### src/rtl/op_status_gen.sv
module op_status_gen #(
  parameter int CLK_MHZ = 125,
  parameter int PROT_NS = 2000,
  localparam int PROT_CYCLES = CLK_MHZ * PROT_NS / 1000,
  localparam int CW = $clog2(PROT_CYCLES + 1)
) (
  input  logic clk,
  input  logic rst_n,
  input  logic op_erase,
  input  logic op_busy,
  input  logic op_suspended,
  input  logic op_start,
  input  logic target_prot,
  input  logic time_over,
  input  logic wr_bit7,
  input  logic ce_n,
  input  logic oe_n,
  input  logic rd_in_erase_sector,
  output logic status_on,
  output logic st_q7,
  output logic st_q6,
  output logic st_q5,
  output logic st_q2
);

  logic          rd_act, rd_act_q, rd_end;
  logic          tog6, tog2;
  logic [CW-1:0] prot_cnt;
  logic          prot_on, running;

  assign rd_act  = !ce_n && !oe_n;
  assign rd_end  = rd_act_q && !rd_act;
  assign prot_on = prot_cnt != '0;
  assign running = op_busy || prot_on;

  always_ff @(posedge clk) begin
    if (!rst_n) begin
      rd_act_q <= 1'b0;
      tog6     <= 1'b0;
      tog2     <= 1'b0;
      prot_cnt <= '0;
    end else begin
      rd_act_q <= rd_act;
      if (rd_end && running)
        tog6 <= !tog6;
      if (rd_end && rd_in_erase_sector && ((op_erase && op_busy) || op_suspended))
        tog2 <= !tog2;
      if (op_start && target_prot)
        prot_cnt <= CW'(PROT_CYCLES);
      else if (prot_on)
        prot_cnt <= prot_cnt - 1'b1;
    end
  end

  assign status_on = running || op_suspended;
  assign st_q6 = tog6;
  assign st_q2 = tog2;
  assign st_q5 = status_on && time_over;

  always_comb begin
    if (running)
      st_q7 = op_erase ? 1'b0 : !wr_bit7;
    else if (op_suspended)
      st_q7 = 1'b1;
    else
      st_q7 = op_erase ? 1'b1 : wr_bit7;
  end


  q6_only_on_read_end_chk: assert property (@(posedge clk) disable iff (!rst_n)
    !(rd_act_q && (ce_n || oe_n)) |=> $stable(st_q6));


  q6_frozen_in_suspend_chk: assert property (@(posedge clk) disable iff (!rst_n)
    (op_suspended && !op_busy && !prot_on) |=> $stable(st_q6));


  prot_window_open_chk: assert property (@(posedge clk) disable iff (!rst_n)
    (op_start && target_prot) |=> status_on);


  q5_quiet_when_idle_chk: assert property (@(posedge clk) disable iff (!rst_n)
    !status_on |-> !st_q5);


  q2_sector_only_chk: assert property (@(posedge clk) disable iff (!rst_n)
    !rd_in_erase_sector |=> $stable(st_q2));


  erase_poll_low_chk: assert property (@(posedge clk) disable iff (!rst_n)
    (op_erase && op_busy) |-> !st_q7);

endmodule

### config.mk
export PLATFORM = sky130hd
export DESIGN_NAME = op_status_gen
export DESIGN_NICKNAME = d
export VERILOG_FILES = /design/src/rtl/op_status_gen.sv
export SDC_FILE = /design/constraint.sdc
export NUM_CORES = 1
export LEC_CHECK = 0
export BUFFER_PORTS_ARGS = -buffer_cell sky130_fd_sc_hd__buf_2
export CELL_PAD_IN_SITES_DETAIL_PLACEMENT = 1
export CELL_PAD_IN_SITES_GLOBAL_PLACEMENT = 2
export CORE_MARGIN = 3
export CORE_UTILIZATION = 28
export DETAILED_ROUTE_END_ITERATION = 12
export PLACE_DENSITY = 0.7
export SETUP_SLACK_MARGIN = 0.5
export SKIP_LAST_GASP = 1
export SLEW_MARGIN = 5
export SYNTH_ARGS = -nofsm -noshare
export SYNTH_HDL_FRONTEND = slang
export SYNTH_SLANG_ARGS = --single-unit
export TNS_END_PERCENT = 50
### constraint.sdc
create_clock -name clk -period 2.6 [get_ports clk]
set_clock_uncertainty 0.1 [all_clocks]
set_input_delay 0.26 -clock clk [delete_from_list [all_inputs] [get_ports clk]]
set_output_delay 0.26 -clock clk [all_outputs]
set_load 0.005 [all_outputs]
# Word level (Yosys, flattened, before mapping)
# Cells that the tools add are included.
dict set report word_totals {
  regBits 11
  in_bits 12
  output_inout_bits 5
}
dict set report classes {
  addsub 1
  mux 6
  bitwise_logic 1
  reduce_logical 20
}
# operator count
set op_table {}
lappend op_table {{8-bit 2-to-1 mux} 2}
lappend op_table {{1-bit logical AND} 8}
lappend op_table {{8-bit nonzero test} 1}
lappend op_table {{8-bit by 1-bit subtractor with 8-bit output, second input constant} 1}
lappend op_table {{1-bit logical NOT} 6}
lappend op_table {{1-bit 2-to-1 mux} 4}
lappend op_table {{1-bit logical OR} 3}
lappend op_table {{2-bit nonzero test} 1}
lappend op_table {{2-bit OR reduction} 1}
lappend op_table {{1-bit NOT} 1}

# Logic depth before layout (Yosys ltp)
# Gate-level depths: netlist of run 1.
dict set report depth {
  depth_word 6
  mapped_depth 5
}

# Worst setup path after synthesis of run 1
# OpenSTA, ideal clock, no wires.
dict set report synth_timing {
  path_kind {register to output}
  from {register prot_cnt[3]}
  to {output port status_on}
  t_arrival_ps 1567
  required_ps 2240
  setup_slack_ps 673
  stages_incl_launch_ff 6
  cell_sequence {dfxtp_1 > buf_6 > or4_4 > buf_6 > or2_1 > or3_1}
}
dict set report synth_via {
  elab_chain_cells 3
}
# element line
set synth_rtl {}
lappend synth_rtl {{from (decl)} 28} ;# logic [CW-1:0] prot_cnt;
lappend synth_rtl {{from (signal assigned)} 49} ;# prot_cnt <= CW'(PROT_CYCLES);
lappend synth_rtl {{from (signal assigned)} 51} ;# prot_cnt <= prot_cnt - 1'b1;
lappend synth_rtl {{8-bit nonzero test} 33} ;# assign prot_on = prot_cnt != '0;
lappend synth_rtl {{1-bit logical OR} 34} ;# assign running = op_busy || prot_on;
lappend synth_rtl {{1-bit logical OR} 55} ;# assign status_on = running || op_suspended;
lappend synth_rtl {{to (decl)} 19} ;# output logic status_on,
# No other way between the ends.

# Final worst setup path of run 1
dict set report layout_timing {
  from {register prot_cnt[1]}
  to {output port status_on}
}
# Same word-level chain as after synthesis.

==> flow_summary.ini, run 1 <==
[floorplan]
initial_core_util = 0.303
die_h_um = 52.7
rows = 16
die_w_um = 52.7
fp.coreArea_mm2 = 0.00202
die-area_mm2 = 0.00278
ioPinCount = 17

[worst_hold_path]
hold_end = rd_act_q
whs_path_depth = 2
hold_start = ce_n
hp-class = input pin to register

[yosys]
synth_ff_type = dfxtp_1
syn_inst = 70
syn_avg_cell_area_um2 = 8.74
synth-edff-count = 0
yosysSeqAreaShare = 0.360
ys_ff_latch = 11
synth_top_area_share = 0.360
ys_types = 33
ys_top_cells_by_area = dfxtp_1 (36%), a311oi_1 (4.3%), buf_6 (3.7%)
synth_warnings = 0
async_flop_share = 0
synth_top_area_cell = dfxtp_1
synthesis.area_um2 = 612
synth_nets = 83

[place]
dpl_worst_slack_ns = 0.511
dp_cells = 112
dp_hpwl_um = 1240
portBuffers = 16
place_congestion = 0.703

[power_and_ir_drop]
powerDensity_mw_per_mm2 = 768
p_total_mw = 0.605
ir_drop_uv = 312
cellLeakagePower_nw = 0.331

[route]
vias_per_cell = 5.36
vias = 648
drt-initial-drc-count = 13
totalWireLength_um = 1760
drc_errors = 0
ant_nets = 0
firstDrtPassIters = 4
post_drt_wl_per_cell_um = 14.6

[finish]
multi_input_area_um2 = 362
fillCellCount = 264
drive_gt1_frac = 0.362
area_growth_pct = 28.6
diodes = 0
nets = 108
regArea_um2 = 225
final_cells = 121

[setup_path]
startpoint_type = register
worst_r2r_path_depth = 6
r2r-start = prot_cnt[1]
rrSetupSlack_ns = 0.83
critPathCaptureType = output pin
worst-setup-path-type = register to output pin
timing.rr.end = prot_cnt[5]
critPathArrivalTime_ns = 1.87
crit_path_max_fanout = 3
critPathRequiredTime_ns = 2.24

[clock_network]
cts_buffers = 3
clock_sinks = 11
cts_max_level = 1
path_clk_slew_ns = 0.07
cts_tree = yes
cts-root-buf = clkbuf_4
cts_buffer_depth = 2
clk_latency_ns = 0.27

[global_route]
grt_use_met2 = 0.252
grt_use_met3 = 0.0513
antenna_found_initial = 0
first_global_vias = 653
grt_usage = 0.150
grt.busiest_layer = met2
grt_max_degree = 10
grt_pass1_wl_um = 2950
use_met1 = 0.164
overflow = 0

[flow_run]
maxCapViolations = 0

[timing]
worst_slew_pin_slew_ns = 0.652
hold_viol = 0
fin_setup_tns_ns = 0
rsz0062_at_grt = true
slew_headroom = 0.562
period_share = 0.859
worst_slack_ns = 0.366
hold_slack_ns = 0.0490
fin_crit_ns = 2.23
max_freq_mhz = 448
drv_slew = 0
setup_viol = 0

[status]
outcome = finished, final reports clean
==> power breakdown <==
| group | switching [mW] | internal [mW] |
|---|---|---|
| logic | 0.122 | 0.124 |
| clock network | 0.0587 | 0.0595 |
| registers | 0.0395 | 0.201 |
==> critical path, stage by stage, from the launching register on <==
cell and delay, ns:
dfxtp_2 0.33, inv_1 0.05, ha_2 0.16, or3b_4 0.38
or2_4 0.24, or3_1 0.30, buf_2 0.13
==> cell usage in the layout (no fill, tap or decap) <==
| master | instances |
|---|---|
| a21boi_0 | 1 |
| a21oi_1 | 3 |
| a311oi_1 | 3 |
| a31oi_1 | 3 |
| a41o_1 | 1 |
| and2_1 | 1 |
| and3_1 | 1 |
| buf_2 | 16 |
| buf_4 | 6 |
| clkbuf_1 | 1 |
| clkbuf_4 | 3 |
| dfxtp_1 | 7 |
| dfxtp_2 | 4 |
| ha_2 | 1 |
| inv_1 | 4 |
| mux2i_1 | 2 |
| nand2_1 | 3 |
| nand2b_1 | 3 |
| nand4b_1 | 1 |
| nor2_1 | 4 |
| nor2b_1 | 1 |
| nor3_1 | 4 |
| nor3b_1 | 1 |
| nor4_1 | 3 |
| o211a_1 | 1 |
| o211ai_1 | 1 |
| o21ai_0 | 3 |
| o21ai_1 | 1 |
| o31a_1 | 2 |
| o31ai_1 | 2 |
| o41ai_1 | 1 |
| or2_2 | 1 |
| or2_4 | 1 |
| or3_1 | 1 |
| or3b_4 | 1 |
| or4_1 | 1 |
| or4_4 | 1 |
==> synth_stat cells, types with 2 or more instances <==
master,instances
nand2b_1,3
nor4_1,3
o31a_1,2
a21oi_1,3
o21ai_0,3
mux2i_1,2
buf_6,2
nand2_1,3
inv_1,4
a311oi_1,3
a31oi_1,3
nor3_1,4
nor2_1,4
o31ai_1,2
dfxtp_1,11
==> cell families (layout without fill, tap and decap cells) <==
kind of cell               after synthesis  in the layout  share of synthesized area
AOI/OAI and AO/OA                       22             22                      0.256
adders and majority gates                1              1                     0.0204
buffers and inverters                    6             30                     0.0613
DFF                                     11             11                      0.360
muxes                                    2              2                     0.0327
and+or+nand+nor                         28             28                      0.270
==> worst max path at each step <==
| stage | from | endpoint | depth (start not counted) |
|---|---|---|---|
| after floorplan | prot_cnt[3] | status_on | 5 |
| final | prot_cnt[1] | status_on | 6 |
| after global placement | prot_cnt[0] | status_on | 6 |
| after detailed placement | prot_cnt[0] | status_on | 6 |
| after global routing | prot_cnt[1] | status_on | 6 |
| after CTS | prot_cnt[1] | status_on | 6 |
==> layout make-up <==
| type | count | area share |
|---|---|---|
| clock buffers | 4 | 0.0334 |
| inverters | 4 | 0.0191 |
| multi-input cells | 53 | 0.459 |
| flip-flops and latches | 11 | 0.286 |
| well taps | 27 | 0.0429 |
| repair buffers | 22 | 0.159 |
==> metal layers <==
metal | vias up | share of wire
met1 | 314 | 0.44
li1 | 316 | -
met4 | 0 | 0.016
met2 | 14 | 0.49
met3 | 4 | 0.053
met5 | - | 0
==> state kept, by name (all words and copies together) (netlist names) <==
name      count
st_q6         1
prot_cnt      8
st_q2         1
rd_act_q      1
==> stage by stage <==
stage / cell area [um2] / util
floorplan: 612 / -
global placement: 711 / 0.351
detailed placement: 711 / 0.351
CTS: 786 / 0.389
global route: 787 / 0.389
finish: 787 / 0.389
==> repair_timing <==
| action | CTS | global route |
|---|---|---|
| endpoints found under the setup margin | 3 | 3 |
| pin swaps | 2 | 1 |
| hold buffers | 0 | 0 |
| setup buffers | 5 | 0 |
| resized for setup | 6 | 1 |
No activity file was read; power rests on OpenSTA's default activity.
==> inputs of run 2 (changes only) <==
==> constraint.sdc (replaced) <==
create_clock -name clk -period 2.25 [get_ports clk]
set_clock_uncertainty 0.1 [all_clocks]
set_input_delay 0.225 -clock clk [delete_from_list [all_inputs] [get_ports clk]]
set_output_delay 0.225 -clock clk [all_outputs]
set_load 0.005 [all_outputs]
==> run 2 against run 1 <==
  * Worst hold slack got worse by 0.032 ns
  * Final area increased by 6.2%
  * Non-clock buffer count up 5
  * Critical path type unchanged
  * Critical endpoint unchanged
  * Largest cell class unchanged
==> flow_summary.ini, run 2 (same netlist as run 1, synthesis figures left out) <==
[finish]
regArea_um2 = 226
final_common_cell = buf_2
nets = 113
diodes = 0
final_cell_mix = buf_2 (16), buf_4 (11), dfxtp_1 (8)
largest_reg_flops = 8
area_growth_pct = 36.6
multi_input_area_um2 = 372
drive_gt1_frac = 0.404
largest-register = prot_cnt
final_cells = 126
fillCellCount = 264

[global_route]
overflow = 0
grt_usage = 0.157
grt_pass1_wl_um = 3190
antenna_found_initial = 0
grt_max_degree = 9
first_global_vias = 679

[timing]
setup_viol = 0
worst_slew_pin_slew_ns = 0.325
hold_viol = 0
rsz0062_at_grt = true
hold_slack_ns = 0.0173
worst_slack_ns = 0.0823
slew_headroom = 0.781
max_freq_mhz = 461
period_share = 0.963
fin_crit_ns = 2.17
drv_slew = 0
fin_setup_tns_ns = 0

[status]
outcome = finished, final reports clean

[worst_hold_path]
hold_start = ce_n
hp-class = input pin to register

[route]
drc_errors = 0
ant_nets = 0
vias = 661
vias_per_cell = 5.25
firstDrtPassIters = 2
totalWireLength_um = 1760
drt-initial-drc-count = 1
post_drt_wl_per_cell_um = 14.0

[clock_network]
cts_buffer_depth = 2
clk_latency_ns = 0.27
cts-root-buf = clkbuf_4
cts_buffers = 3
cts_hold_buffers = 0
cts_max_level = 1
clock_sinks = 11
path_clk_slew_ns = 0.07
cts_tree = yes

[setup_path]
r2r-start = prot_cnt[1]
startpoint_type = register
critPathArrivalTime_ns = 1.84
slowest_delay_ns = 0.52
worst_path_max_delay_cell = or4_4
path_cells = or4_4 > or2_4 > or3_1 > buf_2
cp-startpoint = prot_cnt[6]
crit_path_max_fanout = 4
critPathCaptureType = output pin
worst-setup-path-type = register to output pin
critPathRequiredTime_ns = 1.92

[floorplan]
fp.coreArea_mm2 = 0.00202
ioPinCount = 17
die_h_um = 52.7
initial_core_util = 0.303
die-area_mm2 = 0.00278
die_w_um = 52.7
rows = 16

[power_and_ir_drop]
p_total_mw = 0.743
ir_drop_uv = 469
powerDensity_mw_per_mm2 = 889
cellLeakagePower_nw = 0.356

[place]
place_congestion = 0.714
dpl_worst_slack_ns = 0.207
portBuffers = 16
dp_hpwl_um = 1200
dp_cells = 115

[flow_run]
maxCapViolations = 0
## run 2: area by class of cell
class	instances	area share
Clock buffer	4	0.0314
Inverter	4	0.0180
Multi-Input combinational cell	53	0.445
Sequential cell	11	0.271
Tap cell	27	0.0404
Timing Repair Buffer	27	0.195
## run 2: final timing paths
| kind | slack (ns) | cells after the start | end |
|---|---|---|---|
| max | 0.08 | 4 | status_on |
| min | 0.02 | 2 | rd_act_q |
| max reg2reg | 0.52 | 6 | prot_cnt[5] |
| min reg2reg | 0.37 | 2 | st_q2 |
## run 2: power by group
group / switching [mW] / internal (mW)
clock network: 0.0702 / 0.0686
registers: 0.0355 / 0.231
logic: 0.159 / 0.178
total: 0.265 / 0.478
## run 2: stage by stage
step | cell area [um2] | utilization
floorplan | 612 | -
global placement | 733 | 0.363
detailed placement | 733 | 0.363
CTS | 822 | 0.407
global route | 836 | 0.413
finish | 836 | 0.413
## run 2: per-layer routing
layer	share of wire	GRT usage
met1	0.44	0.191
met4	0.0057	0.0255
met2	0.49	0.262
met5	0	0
met3	0.057	0.0627
## run 2: repair_timing
item	CTS	global route
pin swaps	3	1
setup endpoints to repair	4	5
cloned	0	0
resized for setup	7	3
buffers inserted	6	1
## run 2: critical path: cells and delay by family (launching register included)
kind	cells	cell delay (ns)
flops	1	0.36
buf+inv	1	0.13
simple gates	3	1.09
==> inputs of run 3 (changes only) <==
--- a/config.mk
+++ b/config.mk
@@ -10,8 +10,9 @@
 export CELL_PAD_IN_SITES_GLOBAL_PLACEMENT = 2
 export CORE_MARGIN = 3
 export CORE_UTILIZATION = 28
+export CTS_CLUSTER_DIAMETER = 60
 export DETAILED_ROUTE_END_ITERATION = 12
-export PLACE_DENSITY = 0.7
+export PLACE_DENSITY_LB_ADDON = 0.1
 export SETUP_SLACK_MARGIN = 0.5
 export SKIP_LAST_GASP = 1
 export SLEW_MARGIN = 5
==> run 3 against run 2 <==
  * Cell count is the same
  * Clock power is essentially flat
  * Largest power group unchanged
  * Sequential share of layout area grew 0.11 points
  * Utilization grew 0.062 points
  * Maximum frequency shrank 0.46%
==> flow_summary.ini, run 3 (same netlist as run 1, synthesis figures left out) <==
[finish]
largest-register = prot_cnt
largest_reg_flops = 8
regArea_um2 = 228
final_cell_mix = buf_2 (16), buf_4 (11), dfxtp_1 (7)
area_growth_pct = 36.8
final_core_util = 0.414
drive_gt1_frac = 0.414
fillCellCount = 260
multi_input_area_um2 = 372
diodes = 0
final_common_cell = buf_2
nets = 113

[place]
portBuffers = 16
place_congestion = 0.749
dp_hpwl_um = 1300

[clock_network]
clock_sinks = 11
path_clk_slew_ns = 0.08
cts_tree = yes
cts_max_level = 1
cts_buffer_depth = 2
cts_hold_buffers = 0
cts-root-buf = clkbuf_4
clk_latency_ns = 0.27
cts_buffers = 3

[timing]
rsz0062_at_grt = true
hold_viol = 0
period_share = 0.968
fin_setup_tns_ns = 0
worst_slew_pin_slew_ns = 0.400
max_freq_mhz = 459
fin_crit_ns = 2.18
setup_viol = 0
drv_slew = 0
slew_headroom = 0.732

[route]
ant_nets = 0
vias = 675
post_drt_wl_per_cell_um = 15.4
vias_per_cell = 5.36
drt-initial-drc-count = 6
totalWireLength_um = 1940
firstDrtPassIters = 4
drc_errors = 0

[floorplan]
fp.coreArea_mm2 = 0.00202
ioPinCount = 17
die_w_um = 52.7
rows = 16
die_h_um = 52.7
die-area_mm2 = 0.00278
initial_core_util = 0.303

[setup_path]
slowest_delay_ns = 0.52
cp_top_family = simple AND/OR/NAND/NOR gates
worst_r2r_path_depth = 6
worst_path_max_delay_cell = or4_4
startpoint_type = register
crit_path_max_fanout = 3
path_cells = or4_4 > or2_4 > or3_1 > buf_2
worst-setup-path-type = register to output pin
critPathRequiredTime_ns = 1.92
critPathArrivalTime_ns = 1.85
critPathCaptureType = output pin
crit_cells = 4
crit_buf_inv = 1

[power_and_ir_drop]
cellLeakagePower_nw = 0.358
ir_drop_uv = 350
powerDensity_mw_per_mm2 = 896

[global_route]
grt_max_degree = 9
grt_pass1_wl_um = 3060
first_global_vias = 711
grt_usage = 0.151
overflow = 0
antenna_found_initial = 0

[status]
outcome = finished, final reports clean

[flow_run]
maxCapViolations = 0

[worst_hold_path]
whs_path_depth = 2
hp-class = input pin to register
run 3: cell counts in the layout (fill, tap and decap cells not counted):
No cell type changed its count.
run 3: worst register-to-register path: stages (launching register included):
cell and delay [ns]:
dfxtp_2 0.33, inv_2 0.07, ha_4 0.12, or3b_4 0.37, buf_4 0.16, o211a_1 0.20, o31a_1 0.27
run 3: area by class of cell:
cell class	instances	area share
clock buffer	4	0.0314
inverter	4	0.0179
multi-input combinational	53	0.444
sequential	11	0.272
tap	27	0.0404
timing repair buffer	27	0.194
run 3: where the power goes:
group | switching (mW) | internal [mW]
sequential | 0.0305 | 0.232
combinational | 0.172 | 0.173
clock | 0.0732 | 0.0687
total | 0.276 | 0.474
run 3: per-layer routing:
metal  GRT usage  share of wire  vias to the layer above
met5           0              0                        -
met3      0.0256          0.040                        6
met4      0.0766          0.026                        0
met1       0.195           0.45                      321
met2       0.240           0.48                       20
li1            -              -                      328
run 3: per-stage QoR:
step	std cells	power, mW	area (um2)	hold slack (ns)	setup slack (ns)
3_5_place_dp	116	0.535	741	0.309	0.293
2_1_floorplan	70	0.447	612	0.202	0.358
3_3_place_gp	116	0.534	741	0.297	0.308
6_report	126	0.750	837	0.0166	0.0723
5_1_grt	126	0.806	837	0.0116	0.00511
4_1_cts	124	0.732	815	0.00807	0.0614
run 3: worst paths after layout:
kind / to / startpoint / slack, ns
worst max-delay path: status_on / prot_cnt[6] / 0.07
worst min-delay path: rd_act_q / ce_n / 0.02
worst max register to register: prot_cnt[5] / prot_cnt[0] / 0.51
worst min register to register: st_q6 / st_q6 / 0.37
run 3: what timing repair did:
action                     in CTS  in global routing
setup endpoints to repair       4                  4
gates cloned                    0                  0
pin swaps                       4                  1
hold endpoints to repair        0                  0
resized for setup               7                  4
buffers inserted                4                  2
